===== src/rtl/bpg_pkg.sv =====
package bpg_pkg;
    localparam int DATA_W = 64;
    localparam int LANE_W = 8;
    localparam int LANES  = DATA_W / LANE_W;
    localparam int ADDR_W = 32;
    localparam int ATTR_W = 8;

    typedef enum logic [1:0] {
        ROLE_MST_RD = 2'd0,
        ROLE_MST_WR = 2'd1,
        ROLE_SLV_RD = 2'd2,
        ROLE_SLV_WR = 2'd3
    } role_e;

    typedef struct packed {
        logic [ADDR_W-1:0] addr;
        logic [ATTR_W-1:0] attr;
        logic [LANES-1:0]  lanes;
    } err_ctx_t;

    function automatic logic lane_odd(input logic [LANE_W-1:0] b);
        return ~^b;
    endfunction

    function automatic logic role_sources(input role_e r);
        return (r == ROLE_MST_WR) || (r == ROLE_SLV_RD);
    endfunction

    function automatic logic role_sinks(input role_e r);
        return (r == ROLE_MST_RD) || (r == ROLE_SLV_WR);
    endfunction
endpackage


===== src/rtl/bpg_par_gen.sv =====
module bpg_par_gen
    import bpg_pkg::*;
(
    input  logic              clk,
    input  logic              rst,
    input  role_e             role,
    input  logic              dbb,
    input  logic              ta,
    input  logic [DATA_W-1:0] data,
    output logic [LANES-1:0]  par,
    output logic              drive
);
    for (genvar i = 0; i < LANES; i++) begin : g_lane
        assign par[i] = lane_odd(data[i*LANE_W +: LANE_W]);
    end

    always_comb begin
        unique case (role)
            ROLE_MST_WR: drive = dbb;
            ROLE_SLV_RD: drive = ta;
            default:     drive = 1'b0;
        endcase
    end


    drive_role_chk: assert property (@(posedge clk) disable iff (rst)
        drive |-> role_sources(role));
endmodule


===== src/rtl/bpg_par_chk.sv =====
module bpg_par_chk
    import bpg_pkg::*;
(
    input  logic              clk,
    input  logic              rst,
    input  role_e             role,
    input  logic              ta,
    input  logic              chk_en,
    input  logic [DATA_W-1:0] data,
    input  logic [LANES-1:0]  par,
    output logic [LANES-1:0]  bad_lanes,
    output logic              hit
);
    logic [LANES-1:0] mism;

    for (genvar i = 0; i < LANES; i++) begin : g_lane
        assign mism[i] = lane_odd(data[i*LANE_W +: LANE_W]) ^ par[i];
    end

    logic sample;
    assign sample    = chk_en && ta && role_sinks(role);
    assign bad_lanes = sample ? mism : '0;
    assign hit       = |bad_lanes;


    no_check_when_off_chk: assert property (@(posedge clk) disable iff (rst)
        !chk_en |-> !hit);

    hit_needs_ta_chk: assert property (@(posedge clk) disable iff (rst)
        hit |-> (ta && !role_sources(role)));
endmodule


===== src/rtl/bpg_err_log.sv =====
module bpg_err_log
    import bpg_pkg::*;
(
    input  logic     clk,
    input  logic     rst,
    input  logic     hit,
    input  err_ctx_t ctx_in,
    input  logic     clr,
    input  logic     mc_sel,
    output logic     sts,
    output logic     ovf,
    output err_ctx_t ctx,
    output logic     irq,
    output logic     mcp
);
    always_ff @(posedge clk) begin
        if (rst) begin
            sts <= 1'b0;
            ovf <= 1'b0;
            ctx <= '0;
        end else if (hit) begin
            if (sts && !clr) begin
                ovf <= 1'b1;
            end else begin
                sts <= 1'b1;
                ovf <= 1'b0;
                ctx <= ctx_in;
            end
        end else if (clr) begin
            sts <= 1'b0;
            ovf <= 1'b0;
        end
    end

    assign irq = sts && !mc_sel;
    assign mcp = sts && mc_sel;


    rise_after_hit_chk: assert property (@(posedge clk) disable iff (rst)
        $rose(sts) |-> $past(hit));

    frozen_ctx_chk: assert property (@(posedge clk) disable iff (rst)
        (sts && $past(sts) && !$past(clr)) |-> $stable(ctx));

    ovf_implies_sts_chk: assert property (@(posedge clk) disable iff (rst)
        ovf |-> sts);

    one_event_chk: assert property (@(posedge clk) disable iff (rst)
        $onehot0({irq, mcp}));
endmodule


===== src/rtl/bus_parity_guard.sv =====
module bus_parity_guard
    import bpg_pkg::*;
(
    input  logic              clk,
    input  logic              rst,
    input  logic [1:0]        role,
    input  logic              dbb,
    input  logic              ta,
    input  logic [DATA_W-1:0] data_out,
    output logic [LANES-1:0]  par_out,
    output logic              par_drive,
    input  logic [DATA_W-1:0] data_in,
    input  logic [LANES-1:0]  par_in,
    input  logic [ADDR_W-1:0] addr,
    input  logic [ATTR_W-1:0] attr,
    input  logic              chk_en,
    input  logic              mc_sel,
    input  logic              sts_clr,
    output logic              err_sts,
    output logic              err_ovf,
    output logic [LANES-1:0]  err_lane,
    output logic [ADDR_W-1:0] err_addr,
    output logic [ATTR_W-1:0] err_attr,
    output logic              irq,
    output logic              mcp
);
    role_e            role_q;
    logic [LANES-1:0] bad_lanes;
    logic             hit;
    err_ctx_t         ctx_in;
    err_ctx_t         ctx;

    assign role_q = role_e'(role);

    bpg_par_gen u_gen (
        .clk   (clk),
        .rst   (rst),
        .role  (role_q),
        .dbb   (dbb),
        .ta    (ta),
        .data  (data_out),
        .par   (par_out),
        .drive (par_drive)
    );

    bpg_par_chk u_chk (
        .clk       (clk),
        .rst       (rst),
        .role      (role_q),
        .ta        (ta),
        .chk_en    (chk_en),
        .data      (data_in),
        .par       (par_in),
        .bad_lanes (bad_lanes),
        .hit       (hit)
    );

    assign ctx_in = '{addr: addr, attr: attr, lanes: bad_lanes};

    bpg_err_log u_log (
        .clk    (clk),
        .rst    (rst),
        .hit    (hit),
        .ctx_in (ctx_in),
        .clr    (sts_clr),
        .mc_sel (mc_sel),
        .sts    (err_sts),
        .ovf    (err_ovf),
        .ctx    (ctx),
        .irq    (irq),
        .mcp    (mcp)
    );

    assign err_addr = ctx.addr;
    assign err_attr = ctx.attr;
    assign err_lane = ctx.lanes;
endmodule


===== config.mk =====
export PLATFORM = sky130hd
export DESIGN_NAME = bus_parity_guard
export DESIGN_NICKNAME = d
export VERILOG_FILES = /design/src/rtl/bpg_pkg.sv /design/src/rtl/bpg_par_gen.sv /design/src/rtl/bpg_par_chk.sv /design/src/rtl/bpg_err_log.sv /design/src/rtl/bus_parity_guard.sv
export SDC_FILE = /design/constraint.sdc
export NUM_CORES = 1
export LEC_CHECK = 0
export ABC_AREA = 1
export BUFFER_PORTS_ARGS = -buffer_cell sky130_fd_sc_hd__buf_2
export CORE_ASPECT_RATIO = 0.9
export CORE_MARGIN = 1
export CORE_UTILIZATION = 41
export CTS_CLUSTER_SIZE = 40
export DETAILED_ROUTE_END_ITERATION = 10
export PLACE_DENSITY = 0.76
export SLEW_MARGIN = 0
export SYNTH_ARGS = -nofsm -noshare
export SYNTH_HDL_FRONTEND = slang
export SYNTH_SLANG_ARGS = --single-unit

===== constraint.sdc =====
create_clock -name clk -period 1.7 [get_ports clk]
set_clock_uncertainty 0.15 [all_clocks]
set_input_delay 0.085 -clock clk [delete_from_list [all_inputs] [get_ports clk]]
set_output_delay 0.085 -clock clk [all_outputs]
set_load 0.02 [all_outputs]

==> results of run 1 <==
[placed cells by master, fill, tap and decap left out, drive strengths merged]
cell type,count
nand3,65
nand2,333
buf,264
nor2,68
xnor2,40
xor2,17
inv,123
and3,1
o21ai,1
clkbuf,12
a21oi,50
nand3b,1
dlygate4sd3,40
clkinv,1
ha,2
dfxtp,50
[kinds of logic after synthesis]
logic type / count (synthesis) / synth area share
AND/OR/NAND/NOR: 467 / 0.432
buffers and inverters: 149 / 0.137
XOR/XNOR: 57 / 0.116
AO/OA/AOI/OAI: 51 / 0.0767
flip-flops: 50 / 0.232
adder cells (fa/ha/maj): 2 / 0.00581
[metrics by stage]
| stage | setup TNS [ns] | util | total power [mW] | std cells | hold slack, ns |
|---|---|---|---|---|---|
| floorplan | 0 | - | 3.16 | 776 | 0.0998 |
| global placement | -12.59 | 0.567 | 3.92 | 1140 | 0.245 |
| detailed placement | -16.99 | 0.567 | 3.95 | 1140 | 0.250 |
| CTS | 0 | 0.622 | 5.09 | 1188 | 0.000105 |
| global route | -0.810 | 0.663 | 5.82 | 1197 | 0.0673 |
| finish | 0 | 0.663 | 5.47 | 1197 | 0.0214 |
[synth_stat cells]
cell / number
clkbuf_1: 12
nor2_1: 62
nand2_1: 331
dfxtp_1: 50
nand3_1: 65
xor2_1: 17
nand3b_1: 1
a21oi_1: 30
xnor2_1: 40
buf_6: 3
inv_1: 115
ha_1: 2
nand2_2: 1
inv_2: 8
a21oi_2: 20
buf_2: 8
buf_1: 3
nor2_2: 6
o21ai_1: 1
and3_1: 1
[critical path: stages]
cell and delay [ns]:
buf_2 0.10, inv_1 0.05, nand2_1 0.07, nand2_1 0.07, nand2_1 0.07, nand2_1 0.06
nand2_2 0.08, nand3_1 0.13, nand3_2 0.12, nand2_2 0.07, nor2_4 0.19, nand2_4 0.15
clkbuf_16 0.19, nand3_2 0.05, nand2_1 0.08, nor2_1 0.14
[what timing repair did]
item,4_1_cts,5_1_grt
hold endpoints to repair,40,0
endpoints found under the setup margin,42,50
resized for setup,1,74
gates cloned,0,8
pin swaps,0,20
buffers inserted,0,1
hold buffers,40,0
[routing by layer]
metal	track usage	vias up
met3	0.0419	30
met5	0	-
met4	0.0779	0
li1	-	2899
met2	0.382	182
met1	0.256	2336
[layout make-up]
| type | instances | area, µm² |
|---|---|---|
| fill | 901 | 3430 |
| multi-input combinational | 578 | 3000 |
| timing repair buffer | 309 | 1980 |
| sequential | 50 | 1000 |
| inverter | 123 | 462 |
| tap | 129 | 161 |
| clock buffer | 7 | 153 |
| clock inverter | 1 | 8.76 |
[flip-flops by register name, indices dropped and copies added, names as in the netlist]
signal     flops
u_log.ctx     48
u_log.ovf      1
u_log.sts      1
[final timing paths]
kind / start / endpoint / slack [ns] / cells past startpoint
max: data_in[62] / u_log.ctx[24] / 0.05 / 16
min: sts_clr / u_log.ovf / 0.02 / 4
max reg2reg: u_log.sts / u_log.ctx[13] / 0.36 / 5
min reg2reg: u_log.ctx[5] / u_log.ctx[5] / 0.33 / 2
[power groups by stage]
stage	Combinational, mW	Clock (mW)	Sequential (mW)
after global routing	3.12	1.14	1.56
after floorplan	1.35	0	1.81
after global placement	2.39	0	1.53
final	2.86	1.08	1.53
after CTS	2.49	1.08	1.52
after detailed placement	2.41	0	1.54
==> results.cfg, run 1 <==
[run_status]
status = finished, final reports clean

[power]
power_density_mw_per_mm2 = 808
pwr-share-seq = 0.281
internal-power_mw = 3.27
p_switching_mw = 2.20
power_frac_comb = 0.522
leakage_nw = 4.07
vdd_ir_drop_max_uv = 547
p_sw_frac = 0.402
p_clk_frac = 0.197

[cts]
numCtsBuffers = 5
cts_buffer_depth = 2
clkLatencyLatePin_ns = 0.29
path_clk_slew_ns = 0.07
cts.sinks = 50
cts.root.buffer_cell = clkbuf_16
cts-htree-levels = 2
cts_tree = built

[route]
via_count = 5447
via_per_inst = 4.55
ant_nets = 0
drc = 0
drt_first_pass_iters = 5
dr_wl_met2_um = 6590
wirelength_um = 13200
drt_iter0_markers = 326
wl_met3_um = 749
highest_layer = met4
detail_route.wl_per_cell_um = 11.0
wl_met1_um = 5520

[placed_design]
hpwl_um = 8750
dp_slack_ns = -0.397
port_buffers = 245
place_area_mm2 = 0.00579
place.gp.congestion = 0.756

[sta]
final-hold-violation-count = 0
tightestPinTransition_ns = 0.377
fmax_mhz = 605
drv_slew = 0
finalCritPeriodShare = 0.972
layout_setup_ws_ns = 0.0484
relSlewSlack = 0.749
fin_crit_ns = 1.65
setup_violations = 0

[die]
die_h_um = 99.2
initial_core_util = 0.422
core_mm2 = 0.0102
rows = 35
ios = 246
die_w_um = 110
dieArea_mm2 = 0.0109

[synthesis]
ys_seq_elements = 50
synth_top_area_cell = nand2_1
synth_cell_type_count = 20
synth_top_cell_area_share = 0.289
seq_area_frac_synth = 0.232
syn-num-nets = 963
syn_inst = 776
syn-cell-area_mm2 = 0.00431
yosys_warnings = 0
syn_avg_cell_area_um2 = 5.55
synth_area_leaders = nand2_1 29%, dfxtp_1 23%, inv_1 10%

[grt]
antenna_found_initial = 0
gr-total-overflow = 0
grt_pass1_wl_um = 19300
grt_usage = 0.216
grt_start_max_net_pins = 72
first_global_vias = 4663

[worst_setup_path]
startpoint_type = primary input
crit_required_ns = 1.78
crit_type = in -> reg
worstPathMaxFanout = 7
crit_arrival_ns = 1.73
end_kind = flip-flop

[layout]
final_net_count = 1254
syn_to_final_growth_pct = 57.2
n_antenna_cell = 0
drive_gt1_frac = 0.354
stdcell_area_mm2 = 0.00677

[hold_path]
hold_class = in -> reg

[flow_run]
max_cap_viol_count = 0
Note: power is estimated with default switching activity, not from simulation.
==> inputs of run 2 (changes only) <==
Settings changed: CORE_UTILIZATION 41 to 51, PLACE_DENSITY 0.76 to 0.86, SYNTH_HIERARCHICAL from default to 1.
Clock period 1.7 ns to 1.9 ns, I/O delays scaled along.
==> run 2 against run 1 <==
  * Die area shrank 6.4%
  * Sequential power shrank 13%
  * Critical path depth grew 1
  * Design area grew 0.70%
  * Sequential cell count is the same
  * Largest power group unchanged
==> results.cfg, run 2 <==
[run_status]
status = finished, final reports clean

[synthesis]
synth_most_common_cell = nand2_1
syn-cell-area_mm2 = 0.00501
syn_avg_cell_area_um2 = 4.87
syn-num-nets = 1215
synth_common_cells = 517 x nand2_1, 202 x inv_1, 76 x nor2_1
synth_top_cell_area_share = 0.387
synth_top_area_cell = nand2_1
synth_cell_type_count = 19
ys_seq_elements = 50
syn_inst = 1028
yosys_warnings = 6
synth_flop_cell = dfxtp_1
seq_area_frac_synth = 0.200
async_flop_share = 0
synth_edf_count = 0
synth_area_leaders = nand2_1 39%, dfxtp_1 20%, inv_1 15%

[worst_setup_path]
worstPathMaxFanout = 77
max_stage_delay_ns = 0.20
startpoint_type = primary input
crit_type = in -> reg
crit_chain = buf_2 > nand2_1 > inv_1 > nor2_2 > nand2_1 > nand2_1 > nand2_1 > nand2_1 > nand2_1 > nand3_1 > nand2_1 > nor2_1 > nand2_4 > buf_12 > nand3_1 > nand2_1 > nor2_1
crit_required_ns = 1.97
end_kind = flip-flop
crit_arrival_ns = 1.74
cp_slowest_cell = buf_12
cp_common_cell = nand2_1

[power]
leakage_nw = 4.77
power_density_mw_per_mm2 = 588
vdd_ir_drop_max_uv = 373

[layout]
finalNonFillerCells = 1425
drive_gt1_frac = 0.213
syn_to_final_growth_pct = 36.1
n_antenna_cell = 0
final_net_count = 1490
num-fill-cells = 874
layout.cells.most_common_list = 516 x nand2_1, 245 x buf_2, 202 x inv_1, 75 x nor2_1, 73 x nand3_1
regMostFlops = u_log/ctx
final_common_cell = nand2_1
layout.area.seq_mm2 = 0.00100
multi_input_area_mm2 = 0.00307
reg_top3 = u_log/ctx (48), u_log/ovf (1), u_log/sts (1)
largest_reg_flops = 48

[route]
ant_nets = 0
via_per_inst = 4.53
wl_met3_um = 1010
drt_first_pass_iters = 5
drt_iter0_markers = 346
via_count = 6459
detail_route.wl_per_cell_um = 9.84
highest_layer = met4
wirelength_um = 14000
wl_met1_um = 5730
dr_wl_met2_um = 6840
drc = 0

[cts]
cts_tree = built
cts.sinks = 50
cts-htree-levels = 2
cts.root.buffer_cell = clkbuf_8
clkLatencyLatePin_ns = 0.30
cts_buffer_depth = 2
numCtsBuffers = 5
path_clk_slew_ns = 0.09

[sta]
final-hold-violation-count = 0
setup_violations = 0
fin_crit_ns = 1.67
fmax_mhz = 600
rsz0062_at_grt = no
layout_setup_ws_ns = 0.234
tightestPinTransition_ns = 0.372
finalCritPeriodShare = 0.877
drv_slew = 0
relSlewSlack = 0.752
tns_ns = 0

[die]
ios = 246
core_mm2 = 0.00933
die_h_um = 96.0
dieArea_mm2 = 0.0102
die_w_um = 106
rows = 33
initial_core_util = 0.537

[placed_design]
hpwl_um = 10300
place_inst = 1376
dp_slack_ns = 0.0205
port_buffers = 245
place.gp.congestion = 0.815

[grt]
grt_usage = 0.257
grt_pass1_wl_um = 21800
first_global_vias = 5462
grt_start_max_net_pins = 78
antenna_found_initial = 0
gr-total-overflow = 0

[flow_run]
max_cap_viol_count = 0

[hold_path]
hold_class = in -> reg
run 2: changes by cell type after synthesis, sizes merged:
cell    change
buf         +9
o21ai       -1
o211ai      +1
and3        -1
inv        +86
nor2       +14
xor2       -16
a21oi       +2
nand2     +188
clkbuf      -9
xnor2      -29
nand3       +8
run 2: worst max-delay path: cells and delay by family:
kind	cells	cell delay [ns]
AND/OR/NAND/NOR	14	1.26
buffers and inverters	3	0.36
run 2: per-layer routing:
metal,GRT usage,vias up
met5,0,-
met4,0.0936,0
met3,0.0508,32
met2,0.499,221
met1,0.279,2664
li1,-,3542
run 2: kinds of logic after synthesis:
logic type | after synthesis | share of synthesized area
AND/OR/NAND/NOR | 676 | 0.530
buffers and inverters | 235 | 0.188
AO/OA/AOI/OAI | 53 | 0.0557
flip-flops | 50 | 0.200
XOR/XNOR | 12 | 0.0210
adder cells (fa/ha/maj) | 2 | 0.00500
run 2: cell type report:
cell class | count | share of cell area
Inverter | 209 | 0.115
Tap cell | 122 | 0.0224
Clock inverter | 1 | 0.00110
Multi-Input combinational cell | 743 | 0.451
Timing Repair Buffer | 294 | 0.253
Clock buffer | 6 | 0.0106
Sequential cell | 50 | 0.147
run 2: final timing paths:
check	from	end	slack, ns	cells past startpoint
setup / recovery	data_in[56]	u_log/ctx[27]	0.23	17
hold / removal	par_in[4]	u_log/ctx[4]	0.18	8
setup reg to reg	u_log/sts	u_log/ctx[27]	0.49	5
hold reg to reg	u_log/ctx[15]	u_log/ctx[15]	0.33	2
run 2: what timing repair did:
item                                   in CTS  in global routing
hold buffers                               42                  0
setup buffers                               0                  0
endpoints found under the hold margin      42                  0
resized for setup                           0                  1
setup endpoints to repair                   0                  1
run 2: per-stage QoR:
step / hold slack, ns / total power, mW / instance area, µm² / utilization
global route: 0.251 / 4.34 / 6820 / 0.730
global placement: 0.130 / 3.30 / 6310 / 0.677
detailed placement: 0.129 / 3.33 / 6310 / 0.677
CTS: 0.189 / 3.98 / 6810 / 0.730
finish: 0.183 / 4.01 / 6820 / 0.730
floorplan: 0.0141 / 2.70 / 5010 / -
run 2: where the power goes:
group	internal, mW	switching [mW]
clock	0.253	0.333
combinational	0.812	1.27
sequential	1.24	0.0953
